$ cat config.mk
export PLATFORM = sky130hd
export DESIGN_NAME = pwd_watchdog
export DESIGN_NICKNAME = d
export VERILOG_FILES = /design/src/rtl/wdt_pkg.sv /design/src/rtl/wdt_ctrl_reg.sv /design/src/rtl/wdt_counter.sv /design/src/rtl/wdt_expiry.sv /design/src/rtl/pwd_watchdog.sv
export SDC_FILE = /design/constraint.sdc
export NUM_CORES = 1
export LEC_CHECK = 0
export BUFFER_PORTS_ARGS = -buffer_cell sky130_fd_sc_hd__buf_2
export CAP_MARGIN = 10
export CORE_AREA = 2 2 59 61
export CTS_CLUSTER_SIZE = 14
export DETAILED_ROUTE_END_ITERATION = 6
export DIE_AREA = 0 0 61 63
export PLACE_DENSITY = 0.69
export SLEW_MARGIN = 20
export SYNTH_ARGS = -nofsm -noshare
export SYNTH_HDL_FRONTEND = slang
export SYNTH_SLANG_ARGS = --single-unit
$ cat constraint.sdc
create_clock -name clk_i -period 5.13 [get_ports clk_i]
set_input_delay 1.026 -clock clk_i [delete_from_list [all_inputs] [get_ports clk_i]]
set_output_delay 1.026 -clock clk_i [all_outputs]
set_load 0.005 [all_outputs]
$ cat src/rtl/wdt_pkg.sv
package wdt_pkg;
  localparam int KEY_W  = 8;
  localparam int CTRL_W = 8;
  localparam int DATA_W = KEY_W + CTRL_W;

  localparam logic [KEY_W-1:0] WR_KEY = 8'h5A;
  localparam logic [KEY_W-1:0] RD_KEY = 8'h69;

  // field order sets bit positions 7..0
  typedef struct packed {
    logic       hold;      // 7
    logic       nmi_edge;  // 6
    logic       nmi_sel;   // 5
    logic       interval;  // 4
    logic       clr;       // 3, strobe only
    logic       src;       // 2
    logic [1:0] tap;       // 1:0
  } ctrl_t;
endpackage

$ cat src/rtl/wdt_ctrl_reg.sv
module wdt_ctrl_reg
  import wdt_pkg::*;
(
  input  logic              clk_i,
  input  logic              rst_ni,
  input  logic              wr_i,
  input  logic [DATA_W-1:0] wdata_i,
  output logic [DATA_W-1:0] rdata_o,
  output ctrl_t             ctrl_o,
  output logic              clr_o,
  output logic              bad_key_o
);
  ctrl_t ctrl_q;
  ctrl_t wr_ctrl;
  logic  key_ok;

  assign key_ok    = (wdata_i[DATA_W-1:CTRL_W] == WR_KEY);
  assign wr_ctrl   = ctrl_t'(wdata_i[CTRL_W-1:0]);
  assign clr_o     = wr_i & key_ok & wr_ctrl.clr;
  assign bad_key_o = wr_i & ~key_ok;

  always_ff @(posedge clk_i or negedge rst_ni) begin
    if (!rst_ni) begin
      ctrl_q <= '0;
    end else if (wr_i && key_ok) begin
      ctrl_q     <= wr_ctrl;
      ctrl_q.clr <= 1'b0;
    end
  end

  assign ctrl_o  = ctrl_q;
  assign rdata_o = {RD_KEY, ctrl_q};
endmodule

$ cat src/rtl/wdt_counter.sv
module wdt_counter #(
  parameter int TAP_EXP0 = 15,
  parameter int TAP_EXP1 = 13,
  parameter int TAP_EXP2 = 9,
  parameter int TAP_EXP3 = 6
) (
  input  logic       clk_i,
  input  logic       rst_ni,
  input  logic       fast_ce_i,
  input  logic       slow_ce_i,
  input  logic       src_i,
  input  logic       hold_i,
  input  logic       clr_i,
  input  logic [1:0] tap_i,
  output logic       expire_o
);
  localparam int M01   = (TAP_EXP0 > TAP_EXP1) ? TAP_EXP0 : TAP_EXP1;
  localparam int M23   = (TAP_EXP2 > TAP_EXP3) ? TAP_EXP2 : TAP_EXP3;
  localparam int CNT_W = (M01 > M23) ? M01 : M23;
  localparam int NTAP  = 4;

  logic [CNT_W-1:0] cnt_q;
  logic [NTAP-1:0]  hit;
  logic             tick;

  for (genvar g = 0; g < NTAP; g++) begin : g_tap
    localparam int E = (g == 0) ? TAP_EXP0 : (g == 1) ? TAP_EXP1 :
                       (g == 2) ? TAP_EXP2 : TAP_EXP3;
    assign hit[g] = &cnt_q[E-1:0];
  end

  assign tick     = ~hold_i & (src_i ? slow_ce_i : fast_ce_i);
  assign expire_o = tick & hit[tap_i];

  always_ff @(posedge clk_i or negedge rst_ni) begin
    if (!rst_ni)              cnt_q <= '0;
    else if (clr_i | expire_o) cnt_q <= '0;
    else if (tick)            cnt_q <= cnt_q + 1'b1;
  end
endmodule

$ cat src/rtl/wdt_expiry.sv
module wdt_expiry (
  input  logic clk_i,
  input  logic rst_ni,
  input  logic expire_i,
  input  logic interval_i,
  input  logic bad_key_i,
  input  logic ifg_clr_i,
  output logic sys_rst_o,
  output logic irq_flag_o
);
  logic rst_q, flag_q;

  always_ff @(posedge clk_i or negedge rst_ni) begin
    if (!rst_ni) begin
      rst_q  <= 1'b0;
      flag_q <= 1'b0;
    end else begin
      rst_q  <= bad_key_i | (expire_i & ~interval_i);
      flag_q <= (expire_i & interval_i) | (flag_q & ~ifg_clr_i);
    end
  end

  assign sys_rst_o  = rst_q;
  assign irq_flag_o = flag_q;
endmodule

$ cat src/rtl/pwd_watchdog.sv
module pwd_watchdog
  import wdt_pkg::*;
#(
  parameter int TAP_EXP0 = 15,
  parameter int TAP_EXP1 = 13,
  parameter int TAP_EXP2 = 9,
  parameter int TAP_EXP3 = 6
) (
  input  logic              clk_i,
  input  logic              rst_ni,
  input  logic              wr_i,
  input  logic [DATA_W-1:0] wdata_i,
  output logic [DATA_W-1:0] rdata_o,
  input  logic              ifg_clr_i,
  input  logic              fast_ce_i,
  input  logic              slow_ce_i,
  output logic              sys_rst_o,
  output logic              irq_flag_o,
  output logic              nmi_sel_o,
  output logic              nmi_edge_o
);
  ctrl_t ctrl;
  logic  clr, bad_key, expire_w;

  wdt_ctrl_reg u_reg (
    .clk_i, .rst_ni, .wr_i, .wdata_i, .rdata_o,
    .ctrl_o(ctrl), .clr_o(clr), .bad_key_o(bad_key)
  );

  wdt_counter #(
    .TAP_EXP0(TAP_EXP0), .TAP_EXP1(TAP_EXP1),
    .TAP_EXP2(TAP_EXP2), .TAP_EXP3(TAP_EXP3)
  ) u_cnt (
    .clk_i, .rst_ni, .fast_ce_i, .slow_ce_i,
    .src_i(ctrl.src), .hold_i(ctrl.hold), .clr_i(clr),
    .tap_i(ctrl.tap), .expire_o(expire_w)
  );

  wdt_expiry u_exp (
    .clk_i, .rst_ni, .expire_i(expire_w), .interval_i(ctrl.interval),
    .bad_key_i(bad_key), .ifg_clr_i, .sys_rst_o, .irq_flag_o
  );

  assign nmi_sel_o  = ctrl.nmi_sel;
  assign nmi_edge_o = ctrl.nmi_edge;
endmodule

### Word level (Yosys, flattened, before mapping)

Index checks and enable logic that the tools add are counted.

| cells by class | value |
|---|---|
| bitwise logic cells | 15 |
| reduce and logical (&&, ||, !) cells | 6 |
| div/mod/pow operators | 0 |
| eq/ne operators | 1 |
| shift-type cells | 0 |
| muxes and demuxes | 5 |
| multiply operators | 0 |
| magnitude comparators | 1 |
| add/subtract/negate cells | 1 |

Operators with widths:

| operator | count |
|---|---|
| 15-bit 2-to-1 mux | 2 |
| 15-bit by 1-bit adder with 15-bit output (second input constant) | 1 |
| 15-bit AND reduction | 1 |
| 13-bit AND reduction | 1 |
| 9-bit AND reduction | 1 |
| 1-bit bitwise AND | 8 |
| 8-bit by 7-bit == test with 1-bit output (second input constant) | 1 |
| 6-bit AND reduction | 1 |
| 1-bit inverter | 4 |
| 2-bit by 3-bit < comparator with 1-bit output (second input constant) | 1 |
| 1-bit OR | 3 |
| 1-bit binary-select mux with 2-bit select | 1 |
| 1-bit 2-to-1 mux | 2 |
| 2-bit nonzero test | 1 |
| 1-bit logical AND | 1 |

| word-level totals | value |
|---|---|
| word-level logic and storage cells | 38 |
| register bits after elaboration | 24 |
| bits of input ports | 22 |
| bits in writable memories | 0 |
| output and inout port bits | 20 |
| bits in read-only memories | 0 |
| memories kept | 0 |
| latch bits | 0 |

### Logic depth before layout (Yosys ltp)

| logic depth | value |
|---|---|
| word-level depth | 6 |
| mapped depth | 10 |
| depth with buffers taken out | 9 |

### Hierarchy

From an unflattened synthesis, not the netlist that was laid out.

| unflattened totals | value |
|---|---|
| cells, all modules | 144 |
| area total of the unflattened synthesis | 1491.4 um2 |

By module, submodules not included:

| module | sequential area each (um2) | area each (um2) | cells an instance | times used |
|---|---|---|---|---|
| wdt_counter | 375.4 | 970.9 | 98 | 1 |
| wdt_ctrl_reg | 175.2 | 446.7 | 39 | 1 |
| wdt_expiry | 50.0 | 73.8 | 7 | 1 |

### Least setup slack after synthesis

Ideal clock, no wire load.

| path | value |
|---|---|
| path type | in2reg |
| start | input wdata_i[15] |
| end | register u_cnt.cnt_q[12] |
| library setup time | 0.119 ns |
| arrival time | 2.024 ns |
| required time | 5.011 ns |
| buffers on the path | 1 |
| path slack | 2.987 ns |
| cell stages on the path | 6 |
| cells stage by stage | nand4bb_4 -> o32ai_2 -> buf_4 -> nand4_1 -> xor2_1 -> nor2_2 |

| on the way | value |
|---|---|
| longest elaborated chain between the ends | 5 |
| elaborated cells between the ends (all ways) | 6 |
| classes of those cells | eq/ne (1); mux (1); bitwise (3); reduce/logical (1) |

RTL lines:

| item | line | source |
|---|---|---|
| from (decl) | pwd_watchdog.sv:12 | `input logic [DATA_W-1:0] wdata_i,` |
| 8-bit by 7-bit == test with 1-bit output (*) | wdt_ctrl_reg.sv:17 | `assign key_ok = (wdata_i[DATA_W-1:CTRL_W] == WR_KEY);` |
| 1-bit bitwise AND (*) (2 in series) | wdt_ctrl_reg.sv:19 | `assign clr_o = wr_i & key_ok & wr_ctrl.clr;` |
| 1-bit OR (*) | wdt_counter.sv:37 | `else if (clr_i \| expire_o) cnt_q <= '0;` |
| 15-bit 2-to-1 mux / 2-bit nonzero test (equally long branches) | n/a |  |
| to (signal assigned) | wdt_counter.sv:38 | `else if (tick) cnt_q <= cnt_q + 1'b1;` |
| to (decl) | wdt_counter.sv:22 | `logic [CNT_W-1:0] cnt_q;` |

Mark *: on every way between the ends. The rest lies on a longest branch, timed or not.
A chain may end at the register's enable or synchronous reset.

### Worst setup path after layout

| path | value |
|---|---|
| start | input wdata_i[10] |
| end | register u_cnt.cnt_q[14] |

Same word-level chain as after synthesis.

==> impl_metrics.py <==
metrics = {
    "status": {
        "status": "complete, no violations",
    },
    "setup_path": {
        "cp_max_fo": 11,
        "worstPathArrival_ps": 2490,
        "path_class": "in -> reg",
        "crit_chain": "buf_2 > nand4bb_1 > o32ai_2 > nand4_1 > xor2_1 > nor2_2",
        "critical-path-slowest-cell": "o32ai_2",
        "end_kind": "flop",
        "cp-start-kind": "primary input",
        "cp_slowest_stage_delay_ps": 690,
        "crit_required_ps": 5330,
    },
    "floorplan": {
        "fp-row-count": 21,
        "fp.coreArea_um2": 3232,
        "initial_core_util": 0.4255,
        "die_width_um": 61,
        "top_level_ports": 42,
        "die_y_um": 63,
        "die_area_um2": 3843,
    },
    "timing": {
        "slew_viol_final": 0,
        "setup_viol": 0,
        "tightestPinTransition_ps": 737.7,
        "fin_crit_sh": 0.4463,
        "relSlewSlack": 0.5082,
        "fin_tns_setup_ps": 0,
        "finClkSkew_ps": 2.690,
        "period_minus_slack_ps": 2289,
        "timing.final.hold_violations": 0,
        "rsz0062_at_grt": "no",
        "whs_ps": 520.8,
        "fmax_mhz": 436.8,
    },
    "routing": {
        "drc": 0,
        "drt-initial-drc-count": 25,
        "vias_per_cell": 4.955,
        "wl_per_cell_um": 12.28,
        "ant_nets": 0,
        "vias": 1001,
        "drt_wl_total_mm": 2.481,
        "drtPass1Iterations": 3,
    },
    "yosys": {
        "ys_warn_count": 0,
        "yosys.area.top_type": "dfrtp_1",
        "synthCells": 130,
        "synth_top_area_share": 0.4368,
        "synth_area_leaders": "dfrtp_1 44%, buf_4 8.2%, xor2_1 7.6%, mux2_2 5.7%, nand4_1 4.5%",
        "synth-seq-cells": 24,
        "avgSynthCellArea_um2": 10.58,
        "ys_types": 29,
        "netlist_area_um2": 1375,
        "synth_seq_area_share": 0.4368,
    },
    "cts": {
        "clockRootBuffer": "clkbuf_4",
        "clk_pin_slew_worst_paths_ps": 130,
        "numClockSinks": 24,
        "cts_max_level": 1,
        "post_cts_buffers": 0,
        "ctsLongestPathBuffers": 2,
        "cts_buffers": 3,
        "clk_latency_ps": 320,
        "ctsResizeCount": 0,
        "cts_tree": "yes",
        "ctsHoldBuffers": 0,
    },
    "global_route": {
        "grt_pass1_vias": 981,
        "grt_use_met3": 0.03934,
        "busiest_layer": "met2",
        "grt.met2_usage": 0.2258,
        "grt_pass1_wl_mm": 4.319,
        "grtUsageTotal": 0.1464,
        "grt_antenna_before_repair": 0,
        "grt_use_met1": 0.1995,
        "overflow": 0,
        "grt_max_degree": 25,
    },
    "final_layout": {
        "final_util": 0.4727,
        "finalNetCount": 181,
        "final_layout_size_suffix_gt1_frac": 0.3718,
        "syn2layout_area_growth_pct": 11.10,
        "antenna_cells": 0,
        "layout_commonest_cell": "buf_2",
        "layout_common_cells": "32 x buf_2, 24 x dfrtp_1, 12 x nor2_1, 12 x xor2_1, 11 x nand2_1",
    },
    "place": {
        "gp_congestion": 0.7802,
        "hpwl_mm": 1.896,
        "io_buffers": 32,
    },
    "power": {
        "powerDensity_nw_per_um2": 265.6,
        "net-switching-power_uw": 119.6,
        "intPower_uw": 286.2,
        "comb_power_share": 0.171,
        "power_frac_seq": 0.583,
        "p_sw_frac": 0.2948,
        "clockPowerShare": 0.247,
        "p_total_uw": 405.8,
        "ir_worst_vdd_uv": 153.0,
        "p_leak_nw": 0.7821,
    },
    "min_path": {
        "hold_class": "reg -> reg",
    },
    "job": {
        "maxCapViolCount": 0,
    },
}
[synth_stat cells]
cell type  instances
clkbuf_1           1
a22o_1             1
buf_6              1
conb_1             2
ha_1               2
a21o_1             1
mux2_2             7
nor2_2             6
nand3_1            1
nand2_1           11
o22ai_1            1
inv_1              2
nor2_1            12
nand3_2            2
o32ai_2            1
nand4_1           10
and3_1             3
mux2i_1            1
buf_4             15
nor3_4             1
nand4bb_1          1
or2_2              2
xor2_1            12
nand4_4            1
dfrtp_1           24
nand4b_1           2
nand4bb_4          1
o211ai_2           1
a21oi_1            5
[final timing paths]
check / cells after the start / end / from / slack [ps]
setup / recovery: 6 / u_cnt.cnt_q[14]$_DFFE_PN0P_ / wdata_i[10] / 2840
hold / removal: 1 / u_exp.irq_flag_o$_DFF_PN0_ / u_exp.irq_flag_o$_DFF_PN0_ / 520
setup reg to reg: 9 / u_cnt.cnt_q[9]$_DFFE_PN0P_ / u_cnt.cnt_q[0]$_DFFE_PN0P_ / 2890
hold reg to reg: 1 / u_exp.irq_flag_o$_DFF_PN0_ / u_exp.irq_flag_o$_DFF_PN0_ / 520
max in group asynchronous: 1 / u_cnt.cnt_q[10]$_DFFE_PN0P_ / rst_ni / 4100
min in group asynchronous: 1 / u_cnt.cnt_q[7]$_DFFE_PN0P_ / rst_ni / 670
[per-layer routing]
metal  up-vias  share of wire
met1       490           0.45
li1        474              -
met5         -              0
met4         0          0.011
met3         4          0.055
met2        33           0.48
[flip-flops by register name, summed over array words and instances (netlist names)]
name	flops
u_cnt.cnt_q	15
u_exp.irq_flag_o	1
u_exp.sys_rst_o	1
u_reg.ctrl_o	7
[area by class of cell]
type | instances | area [um2]
timing repair buffer | 32 | 160.2
multi-input combinational | 94 | 665.6
clock buffer | 4 | 36.28
fill | 320 | 1704
sequential | 24 | 600.6
inverter | 2 | 7.507
tap | 46 | 57.56
[power groups by stage]
stage / Combinational, mW / Clock, mW / Sequential (mW)
floorplan: 0.0548 / 0 / 0.234
CTS: 0.0703 / 0.104 / 0.237
finish: 0.0692 / 0.100 / 0.236
global route: 0.0792 / 0.112 / 0.239
detailed placement: 0.0703 / 0 / 0.240
global placement: 0.0665 / 0 / 0.238
[kinds of logic after synthesis]
group                      Yosys count  share of synthesized area
AOI/OAI and AO/OA                   10                    0.05551
xor gates and xnor gates            12                    0.07643
adders and majority gates            2                    0.01820
buffers and inverters               19                    0.09827
DFF                                 24                     0.4368
muxes                                8                    0.06461
other                                2                   0.005462
and+or+nand+nor                     53                     0.2448
[worst max-delay path, delay by kind of cell]
kind	cells	cell delay (ps)
compound gates	1	690
simple gates	3	480
xor+xnor	1	200
buf+inv	1	100
[per-stage QoR]
stage	setup WS [ps]	instance area [um2]	cells
floorplan	2987	1401	137
global placement	2535	1491	198
detailed placement	2501	1491	198
CTS	2860	1528	202
global route	2681	1528	202
finish	2841	1528	202
Power figures use the tool's default switching activity.
